--- src/rtl/lpm_pkg.sv ---
package lpm_pkg;
  // State codes are visible on the mode port.
  typedef enum logic [2:0] {
    M_RUN     = 3'd0,
    M_SLEEP   = 3'd1,
    M_STOP    = 3'd2,
    M_STBY    = 3'd3,
    M_SETTLE  = 3'd4,
    M_RESTART = 3'd5
  } lpm_mode_e;
endpackage

--- src/rtl/lpm_wake_src.sv ---
module lpm_wake_src #(
  parameter int NUM_IRQ  = 8,
  parameter int NUM_EXT  = 4,
  parameter int NUM_WPIN = 2,
  parameter int NUM_BKP  = 4
) (
  input  logic                clk,
  input  logic                rst_n,
  input  logic [NUM_IRQ-1:0]  irq_pend,
  input  logic [NUM_IRQ-1:0]  irq_en,
  input  logic [NUM_EXT-1:0]  ext_line,
  input  logic [NUM_EXT-1:0]  ext_en,
  input  logic [NUM_WPIN-1:0] wpin,
  input  logic [NUM_WPIN-1:0] wpin_en,
  input  logic [NUM_BKP-1:0]  bkp_evt,
  input  logic                wdg_rst,
  output logic                irq_wake,
  output logic                pend_rise,
  output logic                ext_wake,
  output logic                stby_wake
);
  logic [NUM_IRQ-1:0]  pend_q;
  logic [NUM_WPIN-1:0] pin_q;
  logic [NUM_WPIN-1:0] pin_edge;

  // Previous samples for edge detection; they are always sampled.
  always_ff @(posedge clk or negedge rst_n) begin
    if (!rst_n) begin
      pend_q <= '0;
      pin_q  <= '0;
    end else begin
      pend_q <= irq_pend;
      pin_q  <= wpin;
    end
  end

  // One edge detector per wake pin, each gated by its own enable.
  for (genvar g = 0; g < NUM_WPIN; g++) begin : g_pin
    assign pin_edge[g] = wpin_en[g] & wpin[g] & ~pin_q[g];
  end

  assign irq_wake  = |(irq_pend & irq_en);
  assign pend_rise = |(irq_pend & ~pend_q);
  assign ext_wake  = |(ext_line & ext_en);
  assign stby_wake = (|pin_edge) | (|bkp_evt) | wdg_rst;
endmodule

--- src/rtl/lpm_event_reg.sv ---
module lpm_event_reg (
  input  logic clk,
  input  logic rst_n,
  input  logic evt_in,
  input  logic pend_rise,
  input  logic pend_evt_en,
  input  logic consume,
  output logic evt_now,
  output logic evt_pend
);
  logic rec_q, rec_d, rec_en;

  assign evt_now  = evt_in | (pend_evt_en & pend_rise);
  assign evt_pend = rec_q | evt_now;

  // Consumption wins over a new event in the same cycle.
  always_comb begin
    rec_en = consume | evt_now;
    rec_d  = consume ? 1'b0 : 1'b1;
  end

  always_ff @(posedge clk or negedge rst_n) begin
    if (!rst_n)      rec_q <= 1'b0;
    else if (rec_en) rec_q <= rec_d;
  end
endmodule

--- src/rtl/lpm_seq.sv ---
module lpm_seq
  import lpm_pkg::*;
#(
  parameter int SETTLE_CYC  = 6,  // must be at least 1
  parameter int RESTART_CYC = 4   // must be at least 1
) (
  input  logic      clk,
  input  logic      rst_n,
  input  logic      cfg_deep,
  input  logic      cfg_pdown,
  input  logic      cfg_lpreg,
  input  logic      cfg_soe,
  input  logic      wfi_req,
  input  logic      wfe_req,
  input  logic      handler_ret,
  input  logic      irq_wake,
  input  logic      ext_wake,
  input  logic      stby_wake,
  input  logic      evt_now,
  input  logic      evt_pend,
  input  logic      clk_main_req,
  input  logic      sb_flag_clr,
  output logic      evt_consume,
  output lpm_mode_e mode_o,
  output logic      core_clk_en,
  output logic      periph_clk_en,
  output logic      osc_en,
  output logic      reg_lp,
  output logic      main_pwr_en,
  output logic      clk_sel_rc,
  output logic      sys_rst_req,
  output logic      sb_flag
);
  localparam int MAXC  = (SETTLE_CYC > RESTART_CYC) ? SETTLE_CYC : RESTART_CYC;
  localparam int CNT_W = $clog2(MAXC + 1);
  localparam logic [CNT_W-1:0] SETTLE_LD  = CNT_W'(SETTLE_CYC - 1);
  localparam logic [CNT_W-1:0] RESTART_LD = CNT_W'(RESTART_CYC - 1);
  localparam logic [CNT_W-1:0] CNT_ONE    = CNT_W'(1);

  lpm_mode_e        st_q, st_d, tgt;
  logic             wfe_q, wfe_d, lp_q, lp_d, ctx_ld;
  logic [CNT_W-1:0] cnt_q, cnt_d;
  logic             cnt_en, cnt_zero;
  logic             rc_q, rc_d, flag_q, flag_d;
  logic             go_low;

  assign tgt      = !cfg_deep ? M_SLEEP : (cfg_pdown ? M_STBY : M_STOP);
  assign go_low   = wfi_req | (wfe_req & ~evt_pend);
  assign cnt_zero = (cnt_q == '0);

  // Next-state logic
  always_comb begin
    st_d        = st_q;
    wfe_d       = wfe_q;
    lp_d        = lp_q;
    ctx_ld      = 1'b0;
    cnt_d       = cnt_q;
    cnt_en      = 1'b0;
    rc_d        = rc_q;
    flag_d      = flag_q;
    evt_consume = 1'b0;
    if (sb_flag_clr) flag_d = 1'b0;
    case (st_q)
      M_RUN: begin
        if (clk_main_req) rc_d = 1'b0;
        evt_consume = wfe_req & ~wfi_req;
        if (go_low) begin
          st_d   = tgt;
          wfe_d  = ~wfi_req;
          lp_d   = cfg_lpreg;
          ctx_ld = 1'b1;
        end else if (!wfe_req && handler_ret && cfg_soe) begin
          st_d   = M_SLEEP;
          wfe_d  = 1'b0;
          ctx_ld = 1'b1;
        end
      end
      M_SLEEP: begin
        if (irq_wake || (wfe_q && evt_now)) begin
          st_d        = M_RUN;
          evt_consume = wfe_q;
        end
      end
      M_STOP: begin
        if (ext_wake) begin
          rc_d = 1'b1;
          if (lp_q) begin
            st_d   = M_SETTLE;
            cnt_d  = SETTLE_LD;
            cnt_en = 1'b1;
          end else begin
            st_d = M_RUN;
          end
        end
      end
      M_SETTLE: begin
        if (cnt_zero) begin
          st_d = M_RUN;
        end else begin
          cnt_d  = cnt_q - CNT_ONE;
          cnt_en = 1'b1;
        end
      end
      M_STBY: begin
        if (stby_wake) begin
          st_d   = M_RESTART;
          cnt_d  = RESTART_LD;
          cnt_en = 1'b1;
          flag_d = 1'b1;
        end
      end
      M_RESTART: begin
        rc_d = 1'b1;
        if (cnt_zero) begin
          st_d = M_RUN;
        end else begin
          cnt_d  = cnt_q - CNT_ONE;
          cnt_en = 1'b1;
        end
      end
      default: st_d = M_RUN;
    endcase
  end

  // State registers
  always_ff @(posedge clk or negedge rst_n) begin
    if (!rst_n) begin
      st_q   <= M_RUN;
      rc_q   <= 1'b1;
      flag_q <= 1'b0;
    end else begin
      st_q   <= st_d;
      rc_q   <= rc_d;
      flag_q <= flag_d;
    end
  end

  always_ff @(posedge clk or negedge rst_n) begin
    if (!rst_n) begin
      wfe_q <= 1'b0;
      lp_q  <= 1'b0;
    end else if (ctx_ld) begin
      wfe_q <= wfe_d;
      lp_q  <= lp_d;
    end
  end

  always_ff @(posedge clk or negedge rst_n) begin
    if (!rst_n)      cnt_q <= '0;
    else if (cnt_en) cnt_q <= cnt_d;
  end

  // Output decode from the state register
  always_comb begin
    core_clk_en   = 1'b0;
    periph_clk_en = 1'b0;
    osc_en        = 1'b0;
    reg_lp        = 1'b0;
    main_pwr_en   = 1'b0;
    sys_rst_req   = 1'b0;
    case (st_q)
      M_RUN: begin
        core_clk_en   = 1'b1;
        periph_clk_en = 1'b1;
        osc_en        = 1'b1;
        main_pwr_en   = 1'b1;
      end
      M_SLEEP: begin
        periph_clk_en = 1'b1;
        osc_en        = 1'b1;
        main_pwr_en   = 1'b1;
      end
      M_STOP: begin
        main_pwr_en = 1'b1;
        reg_lp      = lp_q;
      end
      M_SETTLE: begin
        osc_en      = 1'b1;
        main_pwr_en = 1'b1;
      end
      M_RESTART: begin
        osc_en      = 1'b1;
        main_pwr_en = 1'b1;
        sys_rst_req = 1'b1;
      end
      default: ;
    endcase
  end

  assign mode_o     = st_q;
  assign clk_sel_rc = rc_q;
  assign sb_flag    = flag_q;
endmodule

--- src/rtl/lpm_ctrl.sv ---
module lpm_ctrl #(
  parameter int NUM_IRQ     = 8,
  parameter int NUM_EXT     = 4,
  parameter int NUM_WPIN    = 2,
  parameter int NUM_BKP     = 4,
  parameter int SETTLE_CYC  = 6,
  parameter int RESTART_CYC = 4
) (
  input  logic                clk,
  input  logic                rst_n,
  input  logic                cfg_deep,
  input  logic                cfg_pdown,
  input  logic                cfg_lpreg,
  input  logic                cfg_sleep_on_ret,
  input  logic                cfg_pend_evt,
  input  logic                wfi_req,
  input  logic                wfe_req,
  input  logic                handler_ret,
  input  logic                evt_in,
  input  logic [NUM_IRQ-1:0]  irq_pend,
  input  logic [NUM_IRQ-1:0]  irq_en,
  input  logic [NUM_EXT-1:0]  ext_line,
  input  logic [NUM_EXT-1:0]  ext_en,
  input  logic [NUM_WPIN-1:0] wpin,
  input  logic [NUM_WPIN-1:0] wpin_en,
  input  logic [NUM_BKP-1:0]  bkp_evt,
  input  logic                wdg_rst,
  input  logic                clk_main_req,
  input  logic                sb_flag_clr,
  output logic [2:0]          mode,
  output logic                core_clk_en,
  output logic                periph_clk_en,
  output logic                osc_en,
  output logic                reg_lp,
  output logic                main_pwr_en,
  output logic                clk_sel_rc,
  output logic                sys_rst_req,
  output logic                sb_flag
);
  import lpm_pkg::*;

  // Reset is asserted asynchronously and released on the clock.
  logic [1:0] rs_q;
  logic       rst_int_n;
  always_ff @(posedge clk or negedge rst_n) begin
    if (!rst_n) rs_q <= 2'b00;
    else        rs_q <= {rs_q[0], 1'b1};
  end
  assign rst_int_n = rs_q[1];

  logic      irq_wake, pend_rise, ext_wake, stby_wake;
  logic      evt_now, evt_pend, evt_consume;
  lpm_mode_e st;

  lpm_wake_src #(
    .NUM_IRQ (NUM_IRQ),
    .NUM_EXT (NUM_EXT),
    .NUM_WPIN(NUM_WPIN),
    .NUM_BKP (NUM_BKP)
  ) wake_i (
    .clk      (clk),
    .rst_n    (rst_int_n),
    .irq_pend (irq_pend),
    .irq_en   (irq_en),
    .ext_line (ext_line),
    .ext_en   (ext_en),
    .wpin     (wpin),
    .wpin_en  (wpin_en),
    .bkp_evt  (bkp_evt),
    .wdg_rst  (wdg_rst),
    .irq_wake (irq_wake),
    .pend_rise(pend_rise),
    .ext_wake (ext_wake),
    .stby_wake(stby_wake)
  );

  lpm_event_reg evt_i (
    .clk        (clk),
    .rst_n      (rst_int_n),
    .evt_in     (evt_in),
    .pend_rise  (pend_rise),
    .pend_evt_en(cfg_pend_evt),
    .consume    (evt_consume),
    .evt_now    (evt_now),
    .evt_pend   (evt_pend)
  );

  lpm_seq #(
    .SETTLE_CYC (SETTLE_CYC),
    .RESTART_CYC(RESTART_CYC)
  ) seq_i (
    .clk          (clk),
    .rst_n        (rst_int_n),
    .cfg_deep     (cfg_deep),
    .cfg_pdown    (cfg_pdown),
    .cfg_lpreg    (cfg_lpreg),
    .cfg_soe      (cfg_sleep_on_ret),
    .wfi_req      (wfi_req),
    .wfe_req      (wfe_req),
    .handler_ret  (handler_ret),
    .irq_wake     (irq_wake),
    .ext_wake     (ext_wake),
    .stby_wake    (stby_wake),
    .evt_now      (evt_now),
    .evt_pend     (evt_pend),
    .clk_main_req (clk_main_req),
    .sb_flag_clr  (sb_flag_clr),
    .evt_consume  (evt_consume),
    .mode_o       (st),
    .core_clk_en  (core_clk_en),
    .periph_clk_en(periph_clk_en),
    .osc_en       (osc_en),
    .reg_lp       (reg_lp),
    .main_pwr_en  (main_pwr_en),
    .clk_sel_rc   (clk_sel_rc),
    .sys_rst_req  (sys_rst_req),
    .sb_flag      (sb_flag)
  );

  assign mode = st;
endmodule

--- config.mk ---
export PLATFORM = sky130hd
export DESIGN_NAME = lpm_ctrl
export DESIGN_NICKNAME = d
export VERILOG_FILES = /design/src/rtl/lpm_pkg.sv /design/src/rtl/lpm_wake_src.sv /design/src/rtl/lpm_event_reg.sv /design/src/rtl/lpm_seq.sv /design/src/rtl/lpm_ctrl.sv
export SDC_FILE = /design/constraint.sdc
export NUM_CORES = 1
export LEC_CHECK = 0
export ABC_AREA = 1
export BUFFER_PORTS_ARGS = -buffer_cell sky130_fd_sc_hd__buf_2
export CELL_PAD_IN_SITES_DETAIL_PLACEMENT = 0
export CELL_PAD_IN_SITES_GLOBAL_PLACEMENT = 1
export CORE_MARGIN = 1.5
export CORE_UTILIZATION = 36
export CTS_BUF_LIST = sky130_fd_sc_hd__clkbuf_2 sky130_fd_sc_hd__clkbuf_4 sky130_fd_sc_hd__clkbuf_8
export DETAILED_ROUTE_END_ITERATION = 8
export PLACE_DENSITY = 0.92
export SKIP_CTS_REPAIR_TIMING = 1
export SYNTH_ARGS = -nofsm -noshare
export SYNTH_HDL_FRONTEND = slang
export SYNTH_SLANG_ARGS = --single-unit
--- constraint.sdc ---
create_clock -name clk -period 1.6 [get_ports clk]
set_input_delay 0.24 -clock clk [delete_from_list [all_inputs] [get_ports clk]]
set_output_delay 0.24 -clock clk [all_outputs]
set_load 0.05 [all_outputs]
==> flow_summary.toml, run 1 <==
[clock_tree]
cts.clk_slew.worst_paths_ns = 0.13
cts_tree = "done"
clkLatencyLatePin_ns = 0.31
cts_buffers = 3
clockRootBuffer = "clkbuf_4"
cts_sinks = 23
htreeDepth = 1
max-clock-path-buffers = 2

[layout]
seq_area_um2 = 581
multi_input_area_um2 = 552
layout_common_cells = "52 x buf_2, 48 x nand2_1, 25 x inv_1"
n_antenna_cell = 0
final_common_cell = "buf_2"
syn2layout_area_growth_pct = 38.2
fin_nets = 270
drive_above_1_share = 0.412
fillCellCount = 314
final_util = 0.540

[yosys]
ys_warn_count = 0
synth_top_area_share = 0.451
async_flop_share = 1.00
synth.area.top_cells = "dfrtp_1 45%, nand2_1 15%, inv_1 8.3%"
synth_fp_nets = 203
syn_avg_cell_area_um2 = 7.88
syn-instance-count = 155
ys_seq_area_frac = 0.472
synth_seq_cells = 23
ys.flop_type = "dfrtp_1"
netlist_area_mm2 = 0.00122
synth_area_leader_cell = "dfrtp_1"
synth.distinct_cells = 27
synth_edf_count = 0

[route]
ant_nets = 0
drtIter0Drc = 35
vias_per_cell = 4.22
drt-pass1-iter-count = 4
finalWirelength_um = 2690
drc = 0
vias = 1118
wl_per_cell_um = 10.1

[min_path]
whs_path_depth = 1
hp-start = "wpin[1]"
min_delay_worst_endpoint = "wake_i.pin_q[1]"
hp-class = "input pin to flop"

[worst_setup_path]
r2r_end = "seq_i.cnt_q[0]"
timing.reg2reg.setup_slack_ns = 0.13
critPathLaunchType = "flop"
worstPathRequired_ns = 1.36
arrival_ns = 1.31
crit_buf_inv = 3
critical_path.max_fanout = 5
path_cells = "inv_2, nand2_4, nor2_4, inv_2, nor2_4, buf_8"
cp.depth = 6
r2r_start = "seq_i.mode_o[2]"
critPathMaxStageDelay_ns = 0.46
critical_path_class = "flop to primary output"
reg2reg_depth = 8
critPathCaptureType = "primary output"
critical_path.top_delay_family = "flip-flops"
slowest_stage = "dfrtp_2"

[outcome]
outcome = "finished clean"

[timing]
final.min_clock_period_ns = 1.55
rsz0062_at_grt = "yes"
finClkSkew_ns = 0.00845
fin_tns_setup_ns = 0
finalHoldViolations = 0
maxSlewViolCount = 0
setup_viol = 0
max_freq_ghz = 0.646
period_share = 0.968

[global_routing]
grt_pass1_wl_um = 4130
grt_pass1_vias = 993
overflow = 0
antenna_found_initial = 0
grt_max_degree = 22
grt_use_total = 0.147

[floorplan]
initial_utilization = 0.390
core-area_mm2 = 0.00313
fp.dieArea_mm2 = 0.00375
rows = 20
die_x_um = 61.2
io-pin-count = 57
die_h_um = 61.2

[flow_run]
max-cap-violations = 0

[placement]
gp_congestion = 0.795
dp_hpwl_um = 2140
portBuffers = 56

[power]
clkPwrFrac = 0.114
p_seq_frac = 0.336
p_sw_frac = 0.475
irDropWorstVdd_mv = 1.01
power.leakage_uw = 0.000914
combPwrFrac = 0.550
p_sw_uw = 1140
cell_internal_pwr_uw = 1260
cellPowerDensity_mw_per_mm2 = 1420
-- registers in the layout (all words and copies together), names as in the netlist --
| name | flops |
|---|---|
| evt_i.rec_q | 1 |
| rs_q | 2 |
| seq_i.clk_sel_rc | 1 |
| seq_i.cnt_q | 3 |
| seq_i.lp_q | 1 |
| seq_i.mode_o | 3 |
| seq_i.sb_flag | 1 |
| seq_i.wfe_q | 1 |
| wake_i.pend_q | 8 |
| wake_i.pin_q | 2 |
-- metal layers --
| layer | GRT usage | routed length [um] | share of wire |
|---|---|---|---|
| met5 | 0 | 0 | 0 |
| met4 | 0.0373 | 27 | 0.010 |
| met3 | 0.0315 | 124 | 0.046 |
| met2 | 0.239 | 1260 | 0.47 |
| met1 | 0.201 | 1280 | 0.48 |
-- through the flow --
| step | hold WS [ns] | setup slack [ns] | total power (uW) | area, um^2 | cells |
|---|---|---|---|---|---|
| floorplan | -0.0556 | 0.0229 | 1730 | 1250 | 155 |
| global placement | 0.0247 | 0.176 | 1990 | 1590 | 256 |
| detailed placement | 0.0256 | 0.190 | 2010 | 1590 | 256 |
| CTS | -0.325 | -0.138 | 2280 | 1620 | 260 |
| global route | 0.0226 | -0.0307 | 2570 | 1690 | 265 |
| finish | 0.0338 | 0.0509 | 2400 | 1690 | 265 |
-- Yosys cell counts (2+ instances only) --
cell,count
ha_1,2
nand2_1,48
inv_2,2
a31oi_1,2
a22o_1,2
nand4_1,2
o21ai_1,2
nor2_1,15
dfrtp_1,22
inv_1,27
nor2_2,4
nand3_1,4
a21oi_2,3
o21ai_0,7
-- power groups by stage --
stage	registers, uW	clock network, uW	logic [uW]
finish	807	275	1320
global route	822	308	1440
CTS	806	285	1190
detailed placement	819	0	1190
global placement	813	0	1180
floorplan	966	0	760
-- cells by family after synthesis --
kind of cell,synth area share
compound gates,0.117
xor+xnor,0.00717
fa+ha+maj,0.0205
buf+inv,0.0984
flops,0.472
other cells,0.00307
simple gates,0.282
-- area by class of cell --
class                           instances  area share
Timing Repair Buffer                   63       0.216
Clock buffer                            3      0.0133
Sequential cell                        23       0.344
Multi-Input combinational cell        102       0.327
Inverter                               29      0.0645
Tap cell                               44      0.0326
Clock inverter                          1     0.00297
-- worst reg2reg max path, stage by stage (launching register included) --
cell and delay (ns):
dfrtp_2 0.46, inv_2 0.09, nand2_4 0.06, nor2_4 0.10, inv_2 0.06, buf_4 0.13
o31ai_4 0.35, nor2_2 0.07, a21oi_2 0.10
-- how the worst max path moves through the flow --
stage	start	endpoint
2_1_floorplan	seq_i.mode_o[1]	seq_i.cnt_q[0]
3_3_place_gp	bkp_evt[3]	seq_i.cnt_q[0]
3_5_place_dp	seq_i.mode_o[2]	seq_i.mode_o[0]
4_1_cts	seq_i.mode_o[0]	core_clk_en
5_1_grt	seq_i.mode_o[2]	reg_lp
6_report	seq_i.mode_o[2]	reg_lp
(Power assumes the default switching activity.)
==> run 2, diff against run 1 <==
--- a/config.mk
+++ b/config.mk
@@ -11,3 +11,3 @@
 export CELL_PAD_IN_SITES_GLOBAL_PLACEMENT = 1
-export CORE_MARGIN = 1.5
+export CORE_MARGIN = 8
 export CORE_UTILIZATION = 36
--- a/constraint.sdc
+++ b/constraint.sdc
@@ -3,2 +3,2 @@
 set_output_delay 0.24 -clock clk [all_outputs]
-set_load 0.05 [all_outputs]
+set_load 0.02 [all_outputs]
==> run 2 against run 1 <==
  * Hold slack got worse by 0.0045 ns
  * Clock power increased by 3%
  * Total power fell by 11%
==> flow_summary.toml, run 2 (synthesized netlist as in run 1, its figures left out) <==
[outcome]
outcome = "finished clean"

[layout]
fin_nets = 271
largest_reg_flops = 8
final_common_cell = "buf_2"
layout_common_cells = "53 x buf_2, 48 x nand2_1, 26 x inv_1"
largest-register = "wake_i.pend_q"
n_antenna_cell = 0
drive_above_1_share = 0.405
syn2layout_area_growth_pct = 37.9

[worst_setup_path]
arrival_ns = 1.33
critPathCaptureType = "primary output"
critical_path_class = "flop to primary output"
worstPathRequired_ns = 1.36
critical_path.max_fanout = 5
critPathLaunchType = "flop"

[clock_tree]
htreeDepth = 1
clkLatencyLatePin_ns = 0.32
cts.clk_slew.worst_paths_ns = 0.14
cts_buffers = 3
clockRootBuffer = "clkbuf_4"
cts_tree = "done"
max-clock-path-buffers = 2
cts_sinks = 23

[global_routing]
grt_use_total = 0.112
antenna_found_initial = 0
met3_usage = 0.0202
overflow = 0
grt_pass1_wl_um = 4850
grt_max_degree = 22
grt_pass1_vias = 1075
grt.met1_usage = 0.146
met2_usage = 0.172
grt.busiest_layer = "met2"

[placement]
gp_congestion = 0.760
portBuffers = 56
dp_hpwl_um = 2410
pre_cts_slack_ns = 0.146

[route]
drc = 0
ant_nets = 0
vias_per_cell = 4.24
drt-pass1-iter-count = 4
wl_per_cell_um = 11.2
drtIter0Drc = 45
vias = 1135
finalWirelength_um = 3000

[timing]
final.min_clock_period_ns = 1.57
max_freq_ghz = 0.637
rsz0062_at_grt = "yes"
period_share = 0.981
setup_ws_ns = 0.0301
finalHoldViolations = 0
finClkSkew_ns = 0.00804
fin_tns_setup_ns = 0
hold-worst-slack_ns = 0.0293
maxSlewViolCount = 0
setup_viol = 0

[floorplan]
die_h_um = 74.2
fp.dieArea_mm2 = 0.00551
core-area_mm2 = 0.00331
rows = 21
die_x_um = 74.2
io-pin-count = 57
initial_utilization = 0.369

[power]
total_power_uw = 2140
cellPowerDensity_mw_per_mm2 = 1270
power.leakage_uw = 0.000911
irDropWorstVdd_mv = 0.642

[flow_run]
max-cap-violations = 0

[min_path]
hp-class = "input pin to flop"
==> run 2: changes by cell type in the layout (fill, tap and decap cells not counted), sizes merged <==
cell and delta:
buf +1, clkinv -1, clkinvlp +1
==> run 2: power breakdown <==
group	leakage [uW]	switching (uW)	internal, uW
Combinational	0.000628	646	418
Clock	0.0000139	186	95.5
Sequential	0.000270	79.4	714
==> run 2: layout make-up <==
class / count / area [um^2]
Fill cell: 349 / 1630
Inverter: 29 / 109
Tap cell: 46 / 57.6
Clock buffer: 3 / 22.5
Timing Repair Buffer: 64 / 358
Sequential cell: 23 / 581
Multi-Input combinational cell: 102 / 549
Clock inverter: 1 / 7.51
==> run 2: critical path, stage by stage, from the launching register on <==
cell,delay (ns)
dfrtp_2,0.46
inv_2,0.10
nand2_4,0.06
nor2_4,0.13
inv_2,0.07
nor2_4,0.08
buf_6,0.12
==> run 2: final timing paths <==
check                              endpoint  cells after the start       startpoint  slack, ns
max                                  reg_lp                      6  seq_i.mode_o[2]       0.03
min                         wake_i.pin_q[0]                      1          wpin[0]       0.03
max reg2reg                 seq_i.mode_o[0]                     10  seq_i.mode_o[2]       0.18
min reg2reg                wake_i.pend_q[7]                      1          rs_q[1]       0.22
max in group asynchronous  seq_i.clk_sel_rc                      1          rs_q[1]       1.10
min in group asynchronous           rs_q[0]                      2            rst_n       0.21
==> run 2: routing by layer <==
metal	part of all wire	wire length, um
met5	0	0
met4	0.016	47
met3	0.067	200
met2	0.46	1390
met1	0.46	1370
==> run 2: metrics by stage <==
step | cells | cell area (um^2) | util
finish | 268 | 1680 | 0.509
global route | 268 | 1680 | 0.509
CTS | 261 | 1590 | 0.479
detailed placement | 257 | 1560 | 0.470
global placement | 257 | 1560 | 0.470
floorplan | 155 | 1220 | -
==> run 3, diff against run 2 <==
Settings changed: PLACE_DENSITY 0.92 to 0.95.
==> run 3 against run 2 <==
  * Critical endpoint unchanged
  * Clock skew decreased by 0.0053 ns
  * First-iteration DRC count decreased by 20%
  * Sequential power increased by 2%
  * Global-route usage decreased by 0.11 points
  * Largest power group unchanged
  * Cell count decreased by 1.1%
  * Clock power decreased by 2%
  * Critical path depth unchanged
  * Setup slack improved by 0.016 ns
  * Count of clock-buffer cells in the layout unchanged
  * Hold slack improved by 0.015 ns
  * Non-clock buffer count decreased by 3
  * Wire length decreased by 0.80%
==> flow_summary.toml, run 3 (synthesized netlist as in run 1, its figures left out) <==
[route]
m1WireLength_um = 1270
dr_wl_met3_um = 185
dr_wl_met2_um = 1490
finalWirelength_um = 2980
drt-pass1-iter-count = 4
ant_nets = 0
drtIter0Drc = 36
drc = 0
vias_per_cell = 4.29
vias = 1136
wl_per_cell_um = 11.2
top_layer = "met4"

[min_path]
hp-class = "input pin to flop"

[global_routing]
grt_use_total = 0.111
grt_max_degree = 22
grt_pass1_vias = 1172
overflow = 0
grt_pass1_wl_um = 4860
antenna_found_initial = 0

[power]
clkPwrFrac = 0.135
p_seq_frac = 0.392
cellPowerDensity_mw_per_mm2 = 1250
cell_internal_pwr_uw = 1180
irDropWorstVdd_mv = 0.615
total_power_uw = 2060
p_sw_frac = 0.425
combPwrFrac = 0.473
power.leakage_uw = 0.000893
p_sw_uw = 874

[worst_setup_path]
critical_path.max_fanout = 5
critPathLaunchType = "flop"
worstPathRequired_ns = 1.36
critical_path_class = "flop to primary output"
critPathCaptureType = "primary output"
arrival_ns = 1.31

[clock_tree]
clockRootBuffer = "clkbuf_4"
cts_tree = "done"
max-clock-path-buffers = 2
htreeDepth = 1
clkLatencyLatePin_ns = 0.31
cts_sinks = 23
cts_buffers = 3
cts.clk_slew.worst_paths_ns = 0.13

[timing]
maxSlewViolCount = 0
final.min_clock_period_ns = 1.55
max_freq_ghz = 0.644
finClkSkew_ns = 0.00273
setup_viol = 0
period_share = 0.971
rsz0062_at_grt = "yes"
finalHoldViolations = 0

[layout]
final_common_cell = "buf_2"
layout_common_cells = "53 x buf_2, 48 x nand2_1, 26 x inv_1"
post_layout_nonfiller_instances = 265
drive_above_1_share = 0.397
syn2layout_area_growth_pct = 34.6
final_util = 0.497
largest_reg_flops = 8
n_antenna_cell = 0
fin_nets = 268
largest-register = "wake_i.pend_q"

[floorplan]
core-area_mm2 = 0.00331
die_h_um = 74.2
fp.dieArea_mm2 = 0.00551
die_x_um = 74.2
io-pin-count = 57
initial_utilization = 0.369
rows = 21

[flow_run]
max-cap-violations = 0

[outcome]
outcome = "finished clean"

[placement]
gp_congestion = 0.796
dp_hpwl_um = 2450
portBuffers = 56
place_inst = 257
## run 3: cell types whose count changed in the layout (fill, tap and decap cells not counted)
cell / previous run / this run
buf_6: 2 / 0
nor2_2: 5 / 7
nor2_4: 4 / 2
buf_4: 8 / 7
## run 3: power by group through the flow
| stage | sequential [uW] | combinational (uW) | clock [uW] |
|---|---|---|---|
| after floorplan | 856 | 593 | 0 |
| after global placement | 810 | 890 | 0 |
| after detailed placement | 819 | 888 | 0 |
| after CTS | 807 | 894 | 293 |
| after global routing | 821 | 1100 | 316 |
| final | 806 | 973 | 277 |
## run 3: final timing paths
kind,startpoint,endpoint,slack (ns),cells after the start
hold reg to reg,rs_q[1],seq_i.wfe_q,0.22,1
min in group asynchronous,rs_q[1],seq_i.wfe_q,0.22,1
setup reg to reg,seq_i.mode_o[2],seq_i.mode_o[0],0.20,10
max in group asynchronous,rs_q[1],seq_i.clk_sel_rc,1.12,1
setup / recovery,seq_i.mode_o[2],reg_lp,0.05,6
hold / removal,wpin[0],wake_i.pin_q[0],0.04,1
## run 3: routing by layer
metal | GRT usage | vias up
met1 | 0.128 | 506
met3 | 0.0189 | 2
li1 | - | 603
met2 | 0.196 | 25
met4 | 0.0457 | 0
met5 | 0 | -
## run 3: per-stage QoR
step | cell area [um^2] | TNS, ns | hold slack, ns | setup WS (ns)
after floorplan | 1220 | 0 | -0.0556 | 0.0559
after global placement | 1560 | 0 | 0.0246 | 0.158
after detailed placement | 1560 | 0 | 0.0258 | 0.137
after CTS | 1590 | -0.258 | -0.336 | -0.100
after global routing | 1640 | -0.0922 | 0.0194 | -0.0443
final | 1640 | 0 | 0.0439 | 0.0462
## run 3: final cells by class
class | instances | area (um^2)
fill | 353 | 1670
clock inverter | 1 | 7.51
sequential | 23 | 581
multi-input combinational | 102 | 539
clock buffer | 3 | 22.5
tap | 46 | 57.6
timing repair buffer | 61 | 328
inverter | 29 | 109
## run 3: critical path: stages (launching register included)
cell,delay [ns]
dfrtp_2,0.46
inv_2,0.09
nand2_4,0.06
nor2_4,0.12
inv_2,0.06
nor2_2,0.07
buf_4,0.14
